**config.mk**
```make
export PLATFORM = sky130hd
export DESIGN_NAME = wx_frame_extract
export DESIGN_NICKNAME = d
export VERILOG_FILES = /design/src/rtl/wx_pkg.sv /design/src/rtl/wx_word_class.sv /design/src/rtl/wx_hold_line.sv /design/src/rtl/wx_beat_reg.sv /design/src/rtl/wx_frame_extract.sv
export SDC_FILE = /design/constraint.sdc
export NUM_CORES = 1
export LEC_CHECK = 0
export BUFFER_PORTS_ARGS = -buffer_cell sky130_fd_sc_hd__buf_2
export CORE_ASPECT_RATIO = 0.5
export CORE_MARGIN = 5
export CORE_UTILIZATION = 60
export DETAILED_ROUTE_END_ITERATION = 8
export PLACE_DENSITY = 0.83
export SYNTH_ARGS = -nofsm -noshare
export SYNTH_HDL_FRONTEND = slang
export SYNTH_HIERARCHICAL = 1
export SYNTH_SLANG_ARGS = --single-unit
```
**constraint.sdc**
```tcl
create_clock -name clk_i -period 7.3 [get_ports clk_i]
set_input_delay 1.095 -clock clk_i [delete_from_list [all_inputs] [get_ports clk_i]]
set_output_delay 1.095 -clock clk_i [all_outputs]
set_load 0.01 [all_outputs]
```
**src/rtl/wx_pkg.sv**
```systemverilog
`timescale 1ns/1ps
package wx_pkg;
  localparam int DATA_W     = 32;
  localparam int BYTES      = DATA_W / 8;
  localparam int FCS_BYTES  = 4;
  // words held back so the check sequence can be stripped from the tail
  localparam int HOLD_DEPTH = FCS_BYTES / BYTES + 1;
  localparam int TAIL_W     = $clog2(BYTES + 1);

  typedef enum logic [2:0] {
    WK_DATA, WK_EOF, WK_PRUNE, WK_ABORT, WK_ESC, WK_IDLE
  } word_kind_e;

  typedef enum logic [1:0] {
    ST_HDR, ST_BODY, ST_LIT, ST_DROP
  } ext_state_e;

  typedef struct packed {
    logic [DATA_W-1:0] data;
    logic [BYTES-1:0]  keep;
    logic              last;
    logic              err;
  } beat_t;
endpackage

```
**src/rtl/wx_word_class.sv**
```systemverilog
`timescale 1ns/1ps
module wx_word_class import wx_pkg::*; (
  input  logic [DATA_W-1:0] word_i,
  input  logic              swap_en_i,
  output word_kind_e        kind_o,
  output logic [TAIL_W-1:0] tail_bytes_o
);
  localparam logic [DATA_W-4:0] CODE_HI = {1'b1, {(DATA_W-4){1'b0}}};

  logic [DATA_W-1:0] rev;
  logic [DATA_W-1:0] cmp;

  for (genvar b = 0; b < BYTES; b++) begin : g_rev
    assign rev[8*b +: 8] = word_i[8*(BYTES-1-b) +: 8];
  end

  assign cmp = swap_en_i ? rev : word_i;

  always_comb begin
    kind_o = WK_DATA;
    if (cmp[DATA_W-1:3] == CODE_HI) begin
      unique case (cmp[2:0])
        3'd4:    kind_o = WK_PRUNE;
        3'd5:    kind_o = WK_ABORT;
        3'd6:    kind_o = WK_ESC;
        3'd7:    kind_o = WK_IDLE;
        default: kind_o = WK_EOF;
      endcase
    end
  end

  // valid bytes of final data word = width minus the low code bits
  assign tail_bytes_o = TAIL_W'(BYTES) - TAIL_W'(cmp[1:0]);
endmodule

```
**src/rtl/wx_hold_line.sv**
```systemverilog
`timescale 1ns/1ps
module wx_hold_line import wx_pkg::*; #(
  parameter int DEPTH = HOLD_DEPTH
) (
  input  logic              clk_i,
  input  logic              rst_ni,
  input  logic              push_i,
  input  logic              clear_i,
  input  logic [DATA_W-1:0] data_i,
  output logic [DATA_W-1:0] oldest_o,
  output logic              full_o
);
  localparam int CNT_W = $clog2(DEPTH + 1);

  logic [CNT_W-1:0]  cnt_q;
  logic [DATA_W-1:0] mem_q [DEPTH];

  assign full_o   = (cnt_q == CNT_W'(DEPTH));
  assign oldest_o = mem_q[0];

  always_ff @(posedge clk_i or negedge rst_ni) begin
    if (!rst_ni)                cnt_q <= '0;
    else if (clear_i)           cnt_q <= '0;
    else if (push_i && !full_o) cnt_q <= cnt_q + 1'b1;
  end

  for (genvar i = 0; i < DEPTH; i++) begin : g_ent
    if (i == DEPTH - 1) begin : g_tail
      always_ff @(posedge clk_i) begin
        if (push_i && (full_o || cnt_q == CNT_W'(i))) mem_q[i] <= data_i;
      end
    end else begin : g_body
      always_ff @(posedge clk_i) begin
        if (push_i && full_o)                   mem_q[i] <= mem_q[i+1];
        else if (push_i && cnt_q == CNT_W'(i))  mem_q[i] <= data_i;
      end
    end
  end

  assert_cnt_bound_R3: assert property (@(posedge clk_i) disable iff (!rst_ni)
    cnt_q <= CNT_W'(DEPTH));
  assert_no_push_clear_R3: assert property (@(posedge clk_i) disable iff (!rst_ni)
    !(push_i && clear_i));
endmodule

```
**src/rtl/wx_beat_reg.sv**
```systemverilog
`timescale 1ns/1ps
module wx_beat_reg import wx_pkg::*; (
  input  logic  clk_i,
  input  logic  rst_ni,
  input  logic  load_i,
  input  beat_t beat_i,
  input  logic  out_ready_i,
  output logic  out_valid_o,
  output beat_t beat_o,
  output logic  slot_free_o
);
  logic  valid_q;
  beat_t beat_q;

  assign slot_free_o = !valid_q || out_ready_i;
  assign out_valid_o = valid_q;
  assign beat_o      = beat_q;

  always_ff @(posedge clk_i or negedge rst_ni) begin
    if (!rst_ni)          valid_q <= 1'b0;
    else if (load_i)      valid_q <= 1'b1;
    else if (out_ready_i) valid_q <= 1'b0;
  end

  always_ff @(posedge clk_i or negedge rst_ni) begin
    if (!rst_ni)     beat_q <= '0;
    else if (load_i) beat_q <= beat_i;
  end

  assert_load_free_R10: assert property (@(posedge clk_i) disable iff (!rst_ni)
    load_i |-> slot_free_o);
  assert_stall_hold_R10: assert property (@(posedge clk_i) disable iff (!rst_ni)
    (valid_q && !out_ready_i) |=> (valid_q && $stable(beat_q)));
endmodule

```
**src/rtl/wx_frame_extract.sv**
```systemverilog
`timescale 1ns/1ps
module wx_frame_extract import wx_pkg::*; #(
  parameter int HDR_WORDS = 9
) (
  input  logic              clk_i,
  input  logic              rst_ni,
  input  logic              swap_en_i,
  input  logic [DATA_W-1:0] in_data_i,
  input  logic              in_valid_i,
  output logic              in_ready_o,
  output logic [DATA_W-1:0] out_data_o,
  output logic [BYTES-1:0]  out_keep_o,
  output logic              out_last_o,
  output logic              out_err_o,
  output logic              out_valid_o,
  input  logic              out_ready_i
);
  localparam int          HCNT_W   = (HDR_WORDS > 1) ? $clog2(HDR_WORDS) : 1;
  localparam logic [HCNT_W-1:0] HDR_LAST = HCNT_W'((HDR_WORDS > 0) ? HDR_WORDS - 1 : 0);
  localparam ext_state_e  ST_FIRST = (HDR_WORDS > 0) ? ST_HDR : ST_BODY;
  localparam logic [BYTES-1:0] KEEP_ALL = '1;

  ext_state_e        st_q, st_d;
  logic [HCNT_W-1:0] hcnt_q, hcnt_d;
  word_kind_e        kind;
  logic [TAIL_W-1:0] tail_bytes;
  logic              slot_free, accept;
  logic              push, clear, load;
  logic              hold_full;
  logic [DATA_W-1:0] hold_old;
  beat_t             beat_d, beat_q;

  wx_word_class u_class (
    .word_i       (in_data_i),
    .swap_en_i    (swap_en_i),
    .kind_o       (kind),
    .tail_bytes_o (tail_bytes)
  );

  wx_hold_line #(.DEPTH(HOLD_DEPTH)) u_hold (
    .clk_i    (clk_i),
    .rst_ni   (rst_ni),
    .push_i   (push),
    .clear_i  (clear),
    .data_i   (in_data_i),
    .oldest_o (hold_old),
    .full_o   (hold_full)
  );

  wx_beat_reg u_out (
    .clk_i       (clk_i),
    .rst_ni      (rst_ni),
    .load_i      (load),
    .beat_i      (beat_d),
    .out_ready_i (out_ready_i),
    .out_valid_o (out_valid_o),
    .beat_o      (beat_q),
    .slot_free_o (slot_free)
  );

  assign in_ready_o = slot_free;
  assign accept     = in_valid_i && slot_free;

  always_comb begin
    st_d   = st_q;
    hcnt_d = hcnt_q;
    push   = 1'b0;
    clear  = 1'b0;
    load   = 1'b0;
    beat_d = '{data: hold_old, keep: KEEP_ALL, last: 1'b0, err: 1'b0};
    if (accept) begin
      unique case (st_q)
        ST_HDR: begin
          if (hcnt_q == HDR_LAST) begin
            hcnt_d = '0;
            st_d   = ST_BODY;
          end else begin
            hcnt_d = hcnt_q + 1'b1;
          end
        end
        ST_LIT: begin
          push = 1'b1;
          load = hold_full;
          st_d = ST_BODY;
        end
        ST_DROP: begin
          load   = 1'b1;
          clear  = 1'b1;
          beat_d = '{data: '0, keep: '0, last: 1'b1, err: 1'b1};
          st_d   = ST_FIRST;
        end
        default: begin
          unique case (kind)
            WK_DATA: begin
              push = 1'b1;
              load = hold_full;
            end
            WK_ESC:   st_d = ST_LIT;
            WK_PRUNE: st_d = ST_DROP;
            WK_ABORT: begin
              load   = 1'b1;
              clear  = 1'b1;
              beat_d = '{data: '0, keep: '0, last: 1'b1, err: 1'b1};
              st_d   = ST_FIRST;
            end
            WK_EOF: begin
              load  = 1'b1;
              clear = 1'b1;
              st_d  = ST_FIRST;
              if (hold_full)
                beat_d = '{data: hold_old, keep: ~(KEEP_ALL << tail_bytes),
                           last: 1'b1, err: 1'b0};
              else
                beat_d = '{data: '0, keep: '0, last: 1'b1, err: 1'b1};
            end
            default: ;
          endcase
        end
      endcase
    end
  end

  always_ff @(posedge clk_i or negedge rst_ni) begin
    if (!rst_ni) begin
      st_q   <= ST_FIRST;
      hcnt_q <= '0;
    end else begin
      st_q   <= st_d;
      hcnt_q <= hcnt_d;
    end
  end

  assign out_data_o = beat_q.data;
  assign out_keep_o = beat_q.keep;
  assign out_last_o = beat_q.last;
  assign out_err_o  = beat_q.err;

  assert_err_is_last_R6: assert property (@(posedge clk_i) disable iff (!rst_ni)
    (out_valid_o && out_err_o) |-> out_last_o);
  assert_err_empty_R7: assert property (@(posedge clk_i) disable iff (!rst_ni)
    (out_valid_o && out_err_o) |-> (out_keep_o == '0));
  assert_mid_full_R2: assert property (@(posedge clk_i) disable iff (!rst_ni)
    (out_valid_o && !out_last_o) |-> (out_keep_o == KEEP_ALL));
  assert_tail_keep_R3: assert property (@(posedge clk_i) disable iff (!rst_ni)
    (out_valid_o && out_last_o && !out_err_o) |->
      (out_keep_o[0] && ((out_keep_o & (out_keep_o + 1'b1)) == '0)));
  assert_stall_block_R10: assert property (@(posedge clk_i) disable iff (!rst_ni)
    (out_valid_o && !out_ready_i) |-> !in_ready_o);
  assert_hdr_silent_R1: assert property (@(posedge clk_i) disable iff (!rst_ni)
    (st_q == ST_HDR) |=> !(out_valid_o && !$past(out_valid_o)));
endmodule

```
---- Word level (Yosys, flattened, before mapping) ----
Memory sizes are Yosys's and may differ from the RTL's.
Cells that the tools add are included.
storage, ports and cells
  flip-flop bits (word level) ............. 47
  bits in latches ......................... 0
  bits in writable memories ............... 64
  memory bits (read-only) ................. 0
  input port bits ......................... 37
  output and inout bits ................... 40
  word-level logic and storage cells ...... 82
  memories ................................ 1
cells by class
  add/subtract/negate cells ............... 3
  $mul .................................... 0
  div/mod/pow operators ................... 0
  magnitude comparators ................... 0
  equal/unequal tests ..................... 15
  shifts and indexed selects .............. 1
  mux-type cells .......................... 32
  bitwise logic cells ..................... 2
  reduce and logical (&&, ||, !) cells .... 20
memory list
  name          depth  width  rd ports  clocked after memory_dff  write ports  line                RTL
  u_hold.mem_q  2      32     2         0                         2            wx_hold_line.sv:16  logic [DATA_W-1:0] mem_q [DEPTH];
operators by type and width
  operator                                             count
  one-hot mux 38 bit (2 select lines)                  2
  2-to-1 mux 38 bit                                    2
  2-to-1 mux 32 bit                                    2
  equality test 29 bit, second input constant          1
  equality test 3 bit, second input constant           5
  2-to-1 mux 1 bit                                     14
  one-hot mux 2 bit (3 select lines)                   2
  one-hot mux 3 bit (4 select lines)                   1
  equality test 2 bit, second input constant           3
  equality test 3 x 2 -> 1 bit, second input constant  2
  2-to-1 mux 2 bit                                     3
  one-hot mux 1 bit (2 select lines)                   3
  nonzero test 6 bit                                   1
  OR reduction 2 bit                                   3
  logical AND 1 bit                                    5
  adder 4 x 1 -> 4 bit, second input constant          1
  equality test 4 bit, second input constant           1
  logical NOT 2 bit                                    2
  2-to-1 mux 4 bit                                     1
  NOT 4 bit                                            1
  nonzero test 2 bit                                   2
  << shifter 4 x 3 -> 4 bit, first input constant      1
  equality test 3 x 1 -> 1 bit, second input constant  1
  logical NOT 3 bit                                    1
  11 further kinds                                     13

---- Logic depth before layout (Yosys ltp) ----
Gate-level depths: netlist of the first run.
  word-level depth ........................ 13
  gate-level depth with buffers ........... 13
  depth with buffers taken out ............ 11

---- By module ----
Netlist of the first run, hierarchy kept.
modules (own cells, without submodules)
  module            instances  cells an instance  area an instance (um^2)  seq. area each (um^2)
  wx_hold_line      1          145                2844.0                   1971.9
  wx_beat_reg       1          83                 1487.7                   975.9
  wx_frame_extract  1          99                 767.0                    150.1
  wx_word_class     1          31                 245.2                    0.0

---- Worst setup path after synthesis of the first run ----
No wires, ideal clock.
  kind .................................... input to register
  start ................................... in swap_en_i
  end ..................................... mem u_hold.mem_q[0][0], enable pin
  setup time .............................. 391 ps
  arrival time ............................ 3776 ps
  data required time ...................... 6909 ps
  slack ................................... 3133 ps
  cell stages on the path ................. 10
  path buffers ............................ 1
  cells stage by stage .................... buf_6 mux2i_1 inv_1 ha_1 o221ai_1 nor4_1 or4b_4 o22ai_1 nor2b_1 o21a_1
RTL lines
  what             line                   RTL
  start, declared  wx_frame_extract.sv:7  input logic swap_en_i,
  end, declared    wx_hold_line.sv:16

==> flow_summary.yaml, run 1 <==
logic_synthesis:
  synth_top_area_cell: "edfxtp_1"
  synth_nets: 403
  synth_top_family_by_area: "multiplexers"
  synth_warnings: 6
  synth_mux_area_frac: 0.185
  ys_seq_area_frac: 0.580
  yosys_register_bits: 111
  yosys.cell_count.top_type: "edfxtp_1"
  avgSynthCellArea_um2: 14.9
  syn-instance-count: 358
  synth_area_leaders: "edfxtp_1 36%, dfrtp_1 22%, mux2_4 11%, mux2_2 7.0%, buf_4 4.8%"
  synth_edf_count: 64
  synthAdderAreaFrac: 0.0187
  synth_area_um2: 5340
  synth-compound-area-share: 0.0375
  synth_xor_area_frac: 0.00328
  async_flop_share: 0.423
  synthSimpleGateAreaFrac: 0.0939
  synth_cell_types: 50
  ys.flop_type: "edfxtp_1"
  yosys.area.top_type_share: 0.360
  synth_common_cells: "64 x edfxtp_1, 47 x dfrtp_1, 39 x mux2_4"
detailed_routing:
  highest_layer: "met4"
  vias: 2927
  wl_met1_um: 3830
  via_per_inst: 5.59
  wl_met2_um: 4950
  drt_iter0_markers: 163
  drt_wl_total_um: 9480
  postRouteAntennaNets: 0
  met3_length_um: 526
  wl_per_cell_um: 18.1
  drc: 0
  drt_pass1_iterations: 4
worst_setup_path:
  path_buf_inv: 1
  critical_path_required_ns: 7.40
  slowest_stage: "nor4_1"
  start_kind: "primary input"
  critPathMaxStageDelay_ns: 0.83
  crit_fanout: 32
  crit_chain: "buf_2, or4_1, o22a_1, nor4_1, or4b_4, o22ai_1, nor2b_1, nor2b_4, nand2_4, mux2_2"
  critPathArrivalTime_ns: 4.45
  crit_family: "simple AND/OR/NAND/NOR gates"
  path_class: "primary input to flop"
  endpoint_kind: "flop"
sta:
  slew_headroom: 0.288
  worst_pin_slew_ns: 1.07
  finalCriticalPeriod_ns: 4.35
  finalSetupTns_ns: 0
  fin_worst_skew_ns: 0.00980
  rsz0062_at_grt: "no"
  finalHoldViolCount: 0
  drv_slew: 0
  whs_ns: 0.504
  setup_viol: 0
  clock.fmax_mhz: 230
  final.period_utilization: 0.596
global_route:
  overflow: 0
  grt_pass1_vias: 3132
  grt_pass1_wl_um: 15500
  grtUsageTotal: 0.183
  antenna_found_initial: 0
  grt_max_degree: 48
cells_and_area:
  antenna_cells: 0
  instances_no_fill: 524
  drive_above_1_share: 0.430
  layout.nets: 447
  area_delta_synth_final_pct: 9.08
pwr:
  p_switching_uw: 625
  clockPowerShare: 0.232
  pwr_density_cell_nw_per_um2: 378
  leakage_nw: 2.44
  p_comb_frac: 0.305
  swShare: 0.284
  p_int_mw: 1.58
  ir_worst_vdd_mv: 0.150
  power_frac_seq: 0.463
clock_tree:
  cts_num_sinks: 111
  h-tree-depth: 3
  cts-buffers-inserted: 9
  cts_setup_buffers: 0
  path_clk_slew_ns: 0.07
  root_buffer: "clkbuf_16"
  hold_buffers: 0
  cts.path.max_buffers: 2
  ctsResizeCount: 0
  cts_tree: "yes"
  clock_latency_ns: 0.35
die:
  initial_core_util: 0.614
  core_area_um2: 8710
  rows: 24
  ios: 77
  die_height_um: 76.7
  die_w_um: 143
  design.die.area_um2: 11000
place:
  dp_hpwl_um: 6630
  io_buffer_count: 76
  place_congestion: 0.864
  dp.cells: 508
outcome:
  status: "complete, no violations"
job:
  cap_violations: 0
worst_hold_path:
  min_path_type: "flop to flop"
==> cells by family after synthesis <==
logic type               after synthesis
AO/OA/AOI/OAI                         26
XOR/XNOR                               2
adder cells (fa/ha/maj)                8
buffers and inverters                 56
flip-flops                           111
multiplexers                          75
AND/OR/NAND/NOR                       80
==> layer usage <==
| layer | track usage | up-vias |
|---|---|---|
| met4 | 0.0695 | 0 |
| met5 | 0 | - |
| li1 | - | 1358 |
| met3 | 0.0590 | 17 |
| met2 | 0.317 | 80 |
| met1 | 0.212 | 1472 |
==> path summary, 6_finish.rpt <==
kind / cells after the start / endpoint / start / slack [ns]
setup / recovery: 10 / u_hold/mem_q[0][31] / swap_en_i / 2.95
hold / removal: 1 / u_out/beat_o[1] / u_out/beat_o[1] / 0.50
setup reg to reg: 6 / u_hold/mem_q[0][28] / st_q[1] / 4.56
hold reg to reg: 1 / u_out/beat_o[1] / u_out/beat_o[1] / 0.50
max in group asynchronous: 1 / u_out/beat_o[24] / rst_ni / 5.70
min in group asynchronous: 1 / u_out/out_valid_o / rst_ni / 0.95
==> through the flow <==
stage / instance area [um2] / utilization / setup WS (ns) / power, mW
global route: 5830 / 0.669 / 2.81 / 2.32
floorplan: 5340 / - / 3.13 / 1.57
finish: 5830 / 0.669 / 2.95 / 2.20
global placement: 5510 / 0.632 / 2.85 / 1.66
CTS: 5830 / 0.669 / 3.04 / 2.22
detailed placement: 5510 / 0.632 / 2.66 / 1.71
==> placed cells by master (no fill, tap or decap), types with 8 or more instances in the layout <==
master / instances
nor4_1: 8
mux2_4: 39
edfxtp_1: 64
buf_2: 76
and2_1: 32
inv_1: 10
clkbuf_16: 10
ha_1: 8
mux2_2: 33
dfrtp_1: 47
==> sequential cells by signal, indices dropped and copies added (netlist names) <==
signal             count
st_q                   2
u_hold/cnt_q           2
u_out/out_valid_o      1
hcnt_q                 4
u_hold/mem_q          64
u_out/beat_o          38
==> power by group through the flow <==
stage | Combinational (mW) | Sequential [mW] | Clock (mW)
global placement | 0.643 | 1.02 | 0
floorplan | 0.511 | 1.06 | 0
CTS | 0.680 | 1.02 | 0.522
global route | 0.724 | 1.04 | 0.550
detailed placement | 0.677 | 1.03 | 0
finish | 0.670 | 1.02 | 0.511
==> area by class of cell <==
class,count,area (um2)
Sequential cell,111,3100
Fill cell,601,2880
Multi-Input combinational cell,191,1820
Timing Repair Buffer,78,395
Clock buffer,10,250
Tap cell,117,146
Clock inverter,6,73.8
Inverter,11,41.3
Note: power is estimated with default switching activity, not from simulation.
==> inputs of run 2 (changes only) <==
- CORE_UTILIZATION: 60 -> 57
- PLACE_DENSITY: 0.83 -> 0.8
- clock period: 7.3 -> 4.3 ns (I/O delays scaled with it)
==> flow_summary.yaml, run 2 (synthesis results as in run 1) <==
worst_setup_path:
  crit_fanout: 24
  r2r_slack_ns: 1.69
  critical_path_required_ns: 4.40
  r2r_start: "st_q[0]"
  start_kind: "primary input"
  path_class: "primary input to flop"
  r2r-end: "u_hold/mem_q[0][6]"
  critPathArrivalTime_ns: 3.81
  endpoint_kind: "flop"
  r2r_cells: 7
clock_tree:
  ctsResizeCount: 0
  h-tree-depth: 3
  cts-buffers-inserted: 9
  clock_latency_ns: 0.35
  root_buffer: "clkbuf_16"
  cts_num_sinks: 111
  cts.path.max_buffers: 2
  cts_setup_buffers: 0
  path_clk_slew_ns: 0.08
  cts_tree: "yes"
  hold_buffers: 0
pwr:
  leakage_nw: 2.44
  ir_worst_vdd_mv: 0.253
  pwr_density_cell_nw_per_um2: 627
cells_and_area:
  final_cell_mix: "76 x buf_2, 64 x edfxtp_1, 47 x dfrtp_1"
  fin_util: 0.629
  multiInputGateArea_um2: 1820
  instances_no_fill: 531
  antenna_cells: 0
  largest_reg_flops: 64
  drive_above_1_share: 0.432
  fill_cells: 707
  layout.nets: 450
  top_register: "u_hold/mem_q"
  register_area_um2: 3100
  layout_commonest_cell: "buf_2"
  final_area_um2: 5850
  area_delta_synth_final_pct: 9.41
global_route:
  grt_pass1_vias: 2956
  antenna_found_initial: 0
  grt_pass1_wl_um: 15000
  grtUsageTotal: 0.167
  grt_max_degree: 48
  overflow: 0
place:
  io_buffer_count: 76
  place_congestion: 0.828
  dp.cells: 515
  pre_cts_ws_ns: 0.266
  dp_hpwl_um: 6420
  post_dp_cell_area_um2: 5560
sta:
  final.period_utilization: 0.862
  setup_viol: 0
  worst_pin_slew_ns: 1.08
  drv_slew: 0
  clock.fmax_mhz: 270
  fin_ws_ns: 0.594
  finalHoldViolCount: 0
  finalSetupTns_ns: 0
  finalCriticalPeriod_ns: 3.71
  fin_worst_skew_ns: 0.0107
  slew_headroom: 0.277
  rsz0062_at_grt: "no"
detailed_routing:
  drc: 0
  via_per_inst: 5.33
  drt_wl_total_um: 9020
  vias: 2829
  drt_iter0_markers: 167
  wl_per_cell_um: 17.0
  drt_pass1_iterations: 4
  postRouteAntennaNets: 0
outcome:
  status: "complete, no violations"
worst_hold_path:
  min_path_type: "primary input to async pin"
die:
  design.die.area_um2: 11500
  die_w_um: 147
  rows: 25
  die_height_um: 78.5
  core_area_um2: 9290
  initial_core_util: 0.575
  ios: 77
job:
  cap_violations: 0
run 2: changes by cell type in the layout (fill, tap and decap cells not counted):
cell       delta
buf_12        +2
clkinv_2      -2
buf_4         +1
bufinv_16     -1
clkbuf_16     -1
clkbuf_8      +1
clkinv_1      +1
clkinv_4      +1
clkinv_8      -1
inv_6         +1
inv_8         +1
run 2: worst max-delay path, stage by stage:
cell	delay, ns
buf_2	0.11
nor4_1	0.44
nand4_1	0.33
nor4_1	0.82
or4b_4	0.31
o22ai_1	0.07
nor2b_1	0.16
nor2b_4	0.16
nand2_4	0.17
buf_12	0.24
mux2_2	0.35
run 2: through the flow:
stage	power [mW]	hold WS (ns)
6_report	3.67	0.492
5_1_grt	3.88	0.486
2_1_floorplan	2.67	0.349
3_5_place_dp	2.91	0.491
4_1_cts	3.72	0.489
3_3_place_gp	2.86	0.487
run 2: per-layer routing:
layer  track usage  up-vias  share of wire
met3        0.0698        4          0.056
met5             0        -              0
met2         0.293       48           0.52
met4        0.0288        0         0.0053
met1         0.197     1412           0.42
li1              -     1365              -
run 2: cell type report:
class / instances / share of cell area
clock inverters: 6 / 0.00856
multi-input cells: 191 / 0.312
flip-flops and latches: 111 / 0.530
clock buffers: 10 / 0.0409
repair buffers: 81 / 0.0758
inverters: 11 / 0.00706
well taps: 121 / 0.0259
run 2: how the worst max path moves through the flow:
stage	start	end	depth (start not counted)	slack (ns)
detailed placement	swap_en_i	u_hold/mem_q[0][29]	13	0.27
global placement	swap_en_i	u_hold/mem_q[0][0]	11	0.43
global route	swap_en_i	u_hold/mem_q[0][0]	11	0.41
floorplan	swap_en_i	u_hold/mem_q[0][0]	10	0.58
CTS	swap_en_i	u_hold/mem_q[0][6]	13	0.63
finish	in_data_i[13]	u_hold/mem_q[0][0]	11	0.59
run 2: power by group:
group          internal [mW]  switching (mW)  leakage, nW
Combinational          0.611           0.535         1.16
Clock                  0.418           0.383        0.143
Sequential              1.59           0.134         1.14
==> inputs of run 3 (changes only) <==
==> constraint.sdc (replaced) <==
create_clock -name clk_i -period 4.3 [get_ports clk_i]
set_input_delay 0.43 -clock clk_i [delete_from_list [all_inputs] [get_ports clk_i]]
set_output_delay 0.43 -clock clk_i [all_outputs]
set_load 0.01 [all_outputs]
==> flow_summary.yaml, run 3 (synthesis results as in run 1) <==
outcome:
  status: "complete, no violations"
cells_and_area:
  largest_reg_flops: 64
  layout_commonest_cell: "buf_2"
  top_register: "u_hold/mem_q"
  drive_above_1_share: 0.430
  final_cell_mix: "76 x buf_2, 64 x edfxtp_1, 47 x dfrtp_1"
  fin_util: 0.629
  antenna_cells: 0
  area_delta_synth_final_pct: 9.27
  layout.nets: 449
die:
  core_area_um2: 9290
  rows: 25
  design.die.area_um2: 11500
  ios: 77
  die_w_um: 147
  die_height_um: 78.5
  initial_core_util: 0.575
sta:
  finalHoldViolCount: 0
  clock.fmax_mhz: 280
  finalCriticalPeriod_ns: 3.58
  setup_viol: 0
  rsz0062_at_grt: "no"
  final.period_utilization: 0.832
  worst_pin_slew_ns: 1.10
  finalSetupTns_ns: 0
  fin_worst_skew_ns: 0.00974
  slew_headroom: 0.264
  drv_slew: 0
global_route:
  grtUsageTotal: 0.169
  grt-busiest-layer: "met2"
  overflow: 0
  grt_pass1_vias: 3062
  grt_use_met2: 0.294
  grt_max_degree: 48
  grt_pass1_wl_um: 15200
  antenna_found_initial: 0
  grtUsageMet3: 0.0588
  met1_usage: 0.205
worst_hold_path:
  min_path_type: "primary input to flop"
worst_setup_path:
  crit_fanout: 32
  critical_path_required_ns: 4.40
  start_kind: "primary input"
  endpoint_kind: "flop"
  path_class: "primary input to flop"
  critPathArrivalTime_ns: 3.67
pwr:
  power_frac_seq: 0.468
  p_int_mw: 2.62
  p_switching_mw: 1.05
  leakage_nw: 2.44
  ir_worst_vdd_mv: 0.255
  clockPowerShare: 0.216
  p_comb_frac: 0.316
  swShare: 0.285
  pwr_density_cell_nw_per_um2: 629
detailed_routing:
  vias: 2843
  drc: 0
  postRouteAntennaNets: 0
  wl_per_cell_um: 16.9
  via_per_inst: 5.36
  drt_iter0_markers: 106
  drt_pass1_iterations: 4
  drt_wl_total_um: 8970
clock_tree:
  h-tree-depth: 3
  hold_buffers: 0
  cts_num_sinks: 111
  cts_tree: "yes"
  root_buffer: "clkbuf_16"
  clock_latency_ns: 0.35
  cts-buffers-inserted: 9
  ctsResizeCount: 0
  path_clk_slew_ns: 0.07
  cts_setup_buffers: 0
  cts.path.max_buffers: 2
place:
  place_congestion: 0.872
  dp_hpwl_um: 6260
  io_buffer_count: 76
job:
  cap_violations: 0
run 3: cell count changes in the layout (fill, tap and decap cells not counted), sizes merged:
cell	delta
clkbuf	+1
clkinv	-1
buf	-1
run 3: worst max-delay path, stage by stage:
cell and delay [ns]:
buf_2 0.16, mux2i_1 0.32, inv_1 0.15, ha_1 0.24, o221ai_1 0.25, nor4_1 0.16, or4b_4 0.59, o22ai_1 0.13
nor2b_1 0.21, nor2b_4 0.24, nand2_4 0.34, mux2_4 0.42
run 3: per-stage QoR:
stage                     instance area, um2  std cells  setup WS, ns  hold slack (ns)  power (mW)
after floorplan                         5340        358         0.798            0.134        2.67
after global placement                  5550        514         0.541            0.486        2.86
after detailed placement                5550        514         0.421            0.491        2.91
after CTS                               5840        530         0.754            0.275        3.72
after global routing                    5840        530         0.582            0.277        3.89
final                                   5840        530         0.724            0.287        3.67
run 3: power groups by stage:
stage / clock network [mW] / logic [mW] / registers [mW]
2_1_floorplan: 0 / 0.867 / 1.81
3_3_place_gp: 0 / 1.13 / 1.73
3_5_place_dp: 0 / 1.17 / 1.74
4_1_cts: 0.817 / 1.18 / 1.72
5_1_grt: 0.868 / 1.26 / 1.76
6_report: 0.793 / 1.16 / 1.72
run 3: worst paths after layout:
kind / cells past startpoint / slack (ns) / start / to
min in group asynchronous: 1 / 0.30 / rst_ni / u_out/beat_o[25]
setup / recovery: 12 / 0.72 / swap_en_i / u_hold/mem_q[0][17]
hold / removal: 1 / 0.29 / in_data_i[27] / u_hold/mem_q[0][59]
setup reg to reg: 6 / 1.62 / st_q[1] / u_hold/mem_q[0][17]
hold reg to reg: 1 / 0.50 / u_out/beat_o[24] / u_out/beat_o[24]
max in group asynchronous: 1 / 3.33 / rst_ni / u_out/beat_o[6]
run 3: final cells by class:
class,instances,area (um2)
Multi-Input combinational cell,191,1820
Clock buffer,11,243
Inverter,11,41.3
Clock inverter,5,46.3
Tap cell,121,151
Sequential cell,111,3100
Fill cell,676,3450
Timing Repair Buffer,80,435
run 3: per-layer routing:
metal  routed length [um]  vias to the layer above
met4                   93                        0
met1                 3880                     1408
met2                 4480                       58
met5                    0                        -
met3                  519                        9
li1                     -                     1368
